**config.mk**
```make
export PLATFORM = sky130hd
export DESIGN_NAME = prio_irq_ctrl
export DESIGN_NICKNAME = d
export VERILOG_FILES = /design/src/rtl/prio_irq_ctrl.sv
export SDC_FILE = /design/constraint.sdc
export NUM_CORES = 1
export LEC_CHECK = 0
export CORE_ASPECT_RATIO = 0.6
export CORE_MARGIN = 5
export CORE_UTILIZATION = 53
export DETAILED_ROUTE_END_ITERATION = 16
export PLACE_DENSITY_LB_ADDON = 0.2
export SETUP_SLACK_MARGIN = 0.3
export SLEW_MARGIN = 20
export SYNTH_ARGS = -nofsm -noshare
export SYNTH_HDL_FRONTEND = slang
export SYNTH_SLANG_ARGS = --single-unit
```
**constraint.sdc**
```tcl
create_clock -name clk -period 2.9 [get_ports clk]
set_clock_uncertainty 0.2 [all_clocks]
set_input_delay 0.58 -clock clk [delete_from_list [all_inputs] [get_ports clk]]
set_output_delay 0.58 -clock clk [all_outputs]
set_load 0.03 [all_outputs]
```
**src/rtl/prio_irq_ctrl.sv**
```systemverilog
module prio_irq_ctrl #(
  parameter int NPIN = 4,
  parameter int NINT = 9,
  parameter int VW   = 16
) (
  input  logic            clk,
  input  logic            rst_n,
  input  logic [NINT-1:0] int_req_i,
  input  logic [NPIN-1:0] pin_i,
  input  logic            nmi_i,
  input  logic            brk_i,
  input  logic            reg_we_i,
  input  logic [2:0]      reg_addr_i,
  input  logic [15:0]     reg_wdata_i,
  output logic [15:0]     reg_rdata_o,
  output logic            irq_o,
  output logic [VW-1:0]   vec_o,
  input  logic            ack_i
);
  localparam int NSRC = NINT + NPIN;
  localparam int IW   = $clog2(NSRC);
  localparam int CFGW = 2 * (NPIN - 1);
  localparam logic [VW-1:0] VEC_BASE = VW'(16'h0004);
  localparam logic [VW-1:0] VEC_BRK  = VW'(16'h003E);
  localparam logic [2:0] A_FLAG = 3'd0, A_MASK = 3'd1, A_PRIO = 3'd2,
                         A_EDGE = 3'd3, A_STAT = 3'd4;

  logic [NSRC-1:0] flag_q, mask_q, prio_q, set_v, clr_v, pend, cand_hi, cand_lo;
  logic [CFGW-1:0] cfg_q;
  logic [2*NPIN-1:0] cfg_ext;
  logic [NPIN-1:0] pin_q;
  logic pin_vld_q, nmi_q, nmi_pend_q, brk_pend_q;
  logic gie_q, svc_hi_q, svc_lo_q;
  logic hi_ok, lo_ok, win_vld, win_hi, take_brk, take_msk, acc;
  logic [IW-1:0] win_idx;

  assign cfg_ext = {2'b00, cfg_q};

  always_comb begin
    set_v = '0;
    set_v[0] = int_req_i[0];
    for (int k = 1; k < NINT; k++) set_v[k+NPIN] = int_req_i[k];
    for (int n = 0; n < NPIN; n++) begin
      logic [1:0] mode;
      logic rise, fall;
      mode = cfg_ext[2*n +: 2];
      rise = pin_i[n] & ~pin_q[n];
      fall = ~pin_i[n] & pin_q[n];
      set_v[1+n] = pin_vld_q & (mode[1] ? (rise | fall) : (mode[0] ? rise : fall));
    end
  end

  assign pend    = flag_q & ~mask_q;
  assign hi_ok   = gie_q & ~svc_hi_q;
  assign lo_ok   = hi_ok & ~svc_lo_q;
  assign cand_hi = pend & prio_q & {NSRC{hi_ok}};
  assign cand_lo = pend & ~prio_q & {NSRC{lo_ok}};

  always_comb begin
    win_vld = 1'b0;
    win_hi  = 1'b0;
    win_idx = '0;
    for (int i = NSRC - 1; i >= 0; i--)
      if (cand_lo[i]) begin win_vld = 1'b1; win_hi = 1'b0; win_idx = IW'(i); end
    for (int i = NSRC - 1; i >= 0; i--)
      if (cand_hi[i]) begin win_vld = 1'b1; win_hi = 1'b1; win_idx = IW'(i); end
  end

  assign take_brk = brk_pend_q & ~nmi_pend_q;
  assign take_msk = win_vld & ~nmi_pend_q & ~brk_pend_q;
  assign irq_o    = nmi_pend_q | brk_pend_q | win_vld;
  assign acc      = ack_i & irq_o;
  assign clr_v    = (acc && take_msk) ? (NSRC'(1) << win_idx) : '0;

  assign vec_o = nmi_pend_q ? VEC_BASE :
                 brk_pend_q ? VEC_BRK  :
                 VEC_BASE + (VW'(win_idx) << 1);

  always_comb begin
    reg_rdata_o = '0;
    case (reg_addr_i)
      A_FLAG: reg_rdata_o[NSRC-1:0] = flag_q;
      A_MASK: reg_rdata_o[NSRC-1:0] = mask_q;
      A_PRIO: reg_rdata_o[NSRC-1:0] = prio_q;
      A_EDGE: reg_rdata_o[CFGW-1:0] = cfg_q;
      A_STAT: reg_rdata_o[2:0] = {svc_lo_q, svc_hi_q, gie_q};
      default: reg_rdata_o = '0;
    endcase
  end

  always_ff @(posedge clk or negedge rst_n) begin
    if (!rst_n) begin
      pin_q      <= '0;
      pin_vld_q  <= 1'b0;
      nmi_q      <= 1'b0;
      nmi_pend_q <= 1'b0;
      brk_pend_q <= 1'b0;
      flag_q     <= '0;
      mask_q     <= '1;
      prio_q     <= '0;
      cfg_q      <= '0;
      gie_q      <= 1'b0;
      svc_hi_q   <= 1'b0;
      svc_lo_q   <= 1'b0;
    end else begin
      pin_q      <= pin_i;
      pin_vld_q  <= 1'b1;
      nmi_q      <= nmi_i;
      nmi_pend_q <= (nmi_pend_q & ~acc) | (nmi_i & ~nmi_q);
      brk_pend_q <= (brk_pend_q & ~(acc & take_brk)) | brk_i;
      flag_q     <= ((reg_we_i && reg_addr_i == A_FLAG) ? reg_wdata_i[NSRC-1:0]
                                                        : (flag_q & ~clr_v)) | set_v;
      if (reg_we_i && reg_addr_i == A_MASK) mask_q <= reg_wdata_i[NSRC-1:0];
      if (reg_we_i && reg_addr_i == A_PRIO) prio_q <= reg_wdata_i[NSRC-1:0];
      if (reg_we_i && reg_addr_i == A_EDGE) cfg_q  <= reg_wdata_i[CFGW-1:0];
      if (reg_we_i && reg_addr_i == A_STAT) begin
        gie_q    <= reg_wdata_i[0];
        svc_hi_q <= reg_wdata_i[1];
        svc_lo_q <= reg_wdata_i[2];
      end else if (acc) begin
        gie_q <= 1'b0;
        if (take_msk) begin
          svc_hi_q <= svc_hi_q | win_hi;
          svc_lo_q <= svc_lo_q | ~win_hi;
        end
      end
    end
  end

  assert_ack_drops_enable_R8: assert property (@(posedge clk) disable iff (!rst_n)
    (acc && !reg_we_i) |=> !gie_q);

  assert_winner_cleared_R8: assert property (@(posedge clk) disable iff (!rst_n)
    (acc && take_msk && !reg_we_i && !set_v[win_idx]) |=> !flag_q[$past(win_idx)]);

  assert_nmi_held_R6: assert property (@(posedge clk) disable iff (!rst_n)
    (nmi_pend_q && !ack_i) |=> nmi_pend_q);

  assert_maskable_gated_R5: assert property (@(posedge clk) disable iff (!rst_n)
    (irq_o && !nmi_pend_q && !brk_pend_q) |-> (gie_q && !svc_hi_q));

  assert_vector_shape_R3: assert property (@(posedge clk) disable iff (!rst_n)
    irq_o |-> (vec_o[0] == 1'b0 && vec_o <= VEC_BRK && vec_o >= VEC_BASE));

  assert_masked_never_wins_R4: assert property (@(posedge clk) disable iff (!rst_n)
    take_msk |-> !mask_q[win_idx]);
endmodule

```
==> results_dict.tcl <==
set metrics [dict create \
    initial_core_util_pct 55.6 \
    placed_cell_area_mm2 0.00522 \
    power_switching_share_pct 34.2 \
    grt_antenna_before_repair 0 \
    gpl.final_weighted_congestion 0.957 \
    port_buffers 53 \
    multiplexer_share_of_the_synthesized_area_pct 14.9 \
    worstSkewPairLatency_ns 0.30 \
    synth_compound_gate_area_share_pct 17.4 \
    cts_htree_levels 2 \
    status "finished, violations left" \
    floorplan.die.width_um 119 \
    violations "negative setup slack" \
    yosys_register_bits 56 \
    vdd_drop_max_mv 0.457 \
    share_comb_of_total_power_pct 40.7 \
    post-route-min-period_ns 3.33 \
    netlist.area_leader.share_pct 28.5 \
    n_antenna_cell 0 \
    net-switching-power_uw 1040 \
    final_slew_viol_count 0 \
    stdcell_area_mm2 0.00591 \
    globalRoute.totalOverflow 0 \
    fraction_of_the_mapped_netlist_area_in_simple_logic_gates_pct 22.6 \
    yosys_most_used_dff "dfrtp_1" \
    timing.critical_path.fanout_max 4 \
    clock_power_share_pct 24.4 \
    synthesis.yosys.warnings 0 \
    tightest_pin_transition_ns 0.725 \
    clkSlewWorstSetupHoldPaths_ns 0.07 \
    worst_endpoint_data_arrival_time_ns 2.55 \
    first_global_vias 3978 \
    report.final.hold_viol_count 0 \
    timing.slew.headroom_pct 51.7 \
    io_pins 71 \
    routed_wirelength_mm 14.5 \
    drtIter0Drc 470 \
    post-route-period-util_pct 115 \
    power_per_cell_area_mw_per_mm2 515 \
    die_h_um 75.4 \
    cts_sinks 56 \
    setup_viol_count_final 9 \
    nNetsFinal 606 \
    floorplan.die_area_mm2 0.00897 \
    setup_tns_final_ns -2.09 \
    post_synth_fa_ha_maj_area_fraction_pct 1.99 \
    drc 0 \
    rows 23 \
    fmax_ghz 0.300 \
    final_util_pct 87.1 \
    netlist_instances 390 \
    drt-wirelength-per-cell_um 22.3 \
    grt_max_degree 31 \
    timing.hold.worst.class "in2async" \
    internal-power_uw 2000 \
    cp-start-kind "flop" \
    numCtsBuffers 5 \
    post_drt_via_cell_ratio 6.16 \
    seq_area_frac_synth_pct 37.5 \
    ctsHoldBuffers 0 \
    num_vias 4002 \
    mappedNetlistArea_mm2 0.00378 \
    ant_nets 0 \
    worst-endpoint-required_ns 2.12 \
    synth_cell_types 63 \
    netlist.top_cell.by_area "dfrtp_1" \
    crit_path_end_kind "output pin" \
    core_area_mm2 0.00679 \
    ys_top_cells_by_area "dfrtp_1 (28%), mux2_2 (10%), dfstp_2 (9.0%), a21oi_1 (4.8%), nor2_1 (3.0%)" \
    drtPass1Iterations 5 \
    post_synth.cell_area_avg_um2 9.69 \
    tritoncts "yes" \
    fraction_of_final_layout_cells_with_drive_strength_greater_than_1_pct 51.0 \
    setup.worst_path.class "reg2out" \
    rsz0062_at_grt "yes" \
    area_growth_syn_to_layout_pct 56.5 \
    clock_tree.root_cell "clkbuf_16" \
    power.static_leakage_uw 0.00252 \
    synth-edff-count 0 \
    place_hpwl_mm 10.2 \
    minimum_setup_slack_in_the_final_design_ns -0.431 \
    totalPowerFinal_uw 3040 \
    grt.total_usage_pct 31.7 \
    synth_top_family_by_area "simple AND/OR/NAND/NOR gates" \
    timing.max_cap.violations 0 \
    async_flop_share_pct 100 \
    post_synth_xor_area_fraction_pct 0 \
    power.share.sequential_pct 34.8 \
    clock_path_buffers 2 \
    grt_pass1_wl_mm 21.6 \
]
## layout by cell type (no fill, tap or decap), types with 9 or more instances in the layout
cell type / n
nand2_1: 16
buf_4: 121
a21oi_1: 26
mux2i_1: 9
dfrtp_1: 42
dfstp_2: 13
nor2b_1: 12
nor2_1: 19
mux2_2: 34
buf_6: 17
nor2_2: 9
inv_1: 12
clkdlybuf4s50_1: 31
conb_1: 15
nor3b_2: 10
nand3b_1: 10
## path summary, 6_finish.rpt
path | slack (ns) | to | from | cells after the start
min in group clk | 0.23 | nmi_pend_q$_DFF_PN0_ | nmi_q$_DFF_PN0_ | 1
max in group asynchronous | 1.68 | mask_q[5]$_DFFE_PN1P_ | rst_n | 2
min reg2reg | 0.23 | nmi_pend_q$_DFF_PN0_ | nmi_q$_DFF_PN0_ | 1
max | -0.43 | vec_o[1] | gie_q$_DFFE_PN0P_ | 8
max reg2reg | -0.34 | flag_q[4]$_DFF_PN0_ | mask_q[3]$_DFFE_PN1P_ | 10
min | 0.13 | pin_vld_q$_DFF_PN0_ | rst_n | 1
## routing by layer
layer	wire length (um)	part of all wire [%]	GRT usage, %
met2	6630	46	51.0
met1	6310	43	43.5
met4	320	2.2	8.99
met3	1260	8.7	7.64
met5	0	0	0
## state kept, by name, summed over array words and instances (netlist names)
name,flops
flag_q,13
mask_q,13
prio_q,13
cfg_q,6
pin_q,4
brk_pend_q,1
gie_q,1
nmi_pend_q,1
nmi_q,1
pin_vld_q,1
svc_hi_q,1
svc_lo_q,1
## repair_timing
item,CTS,global route
setup buffers,11,9
endpoints found under the setup margin,31,30
cloned,1,0
gates resized for setup,63,42
pin swaps,18,13
## power groups by stage
stage | combinational, uW | sequential [uW] | clock [uW]
5_1_grt | 1310 | 1070 | 787
6_report | 1240 | 1060 | 744
2_1_floorplan | 556 | 1040 | 0
3_5_place_dp | 1040 | 1050 | 0
4_1_cts | 1130 | 1050 | 753
3_3_place_gp | 1010 | 1040 | 0
## per-stage QoR
stage	hold slack [ns]	std cells	setup WS, ns
2_1_floorplan	0.0844	403	0.0699
3_3_place_gp	0.204	621	-0.359
3_5_place_dp	0.222	621	-0.410
4_1_cts	0.148	641	-0.338
5_1_grt	0.177	650	-0.487
6_report	0.129	650	-0.431
## cells by family (layout without fill, tap and decap cells)
group / Yosys count / in the layout
DFF: 56 / 56
other: 2 / 15
and+or+nand+nor: 142 / 143
buffers and inverters: 40 / 199
muxes: 47 / 47
AOI/OAI and AO/OA: 97 / 97
adders and majority gates: 6 / 6
## cell type report
| class | instances | area (um^2) |
|---|---|---|
| multi-input combinational | 308 | 2640 |
| timing repair buffer | 179 | 1520 |
| sequential | 56 | 1420 |
| fill | 345 | 878 |
| clock buffer | 7 | 153 |
| tap | 87 | 109 |
| inverter | 12 | 45.0 |
| clock inverter | 1 | 30.0 |
## Yosys cell counts (all sizes together) (9+ instances only)
library cell and number:
mux2i 9, clkbuf 10, inv 12, dfrtp 43, a211oi 10, nor2 30
a21oi 36, nand2 20, o21ai 11, buf 18, nor3 9, nand3b 10
nor3b 17, nor2b 14, dfstp 13, mux2 34
## worst max-delay path, cell delays in order, from the launching register on
cell     delay [ns]
dfrtp_2        0.42
or3b_4         0.46
buf_6          0.16
or4_4          0.44
o21ai_4        0.17
a211o_1        0.21
nand2_2        0.11
a21oi_4        0.14
buf_6          0.14
No activity file was read; power rests on OpenSTA's default activity.
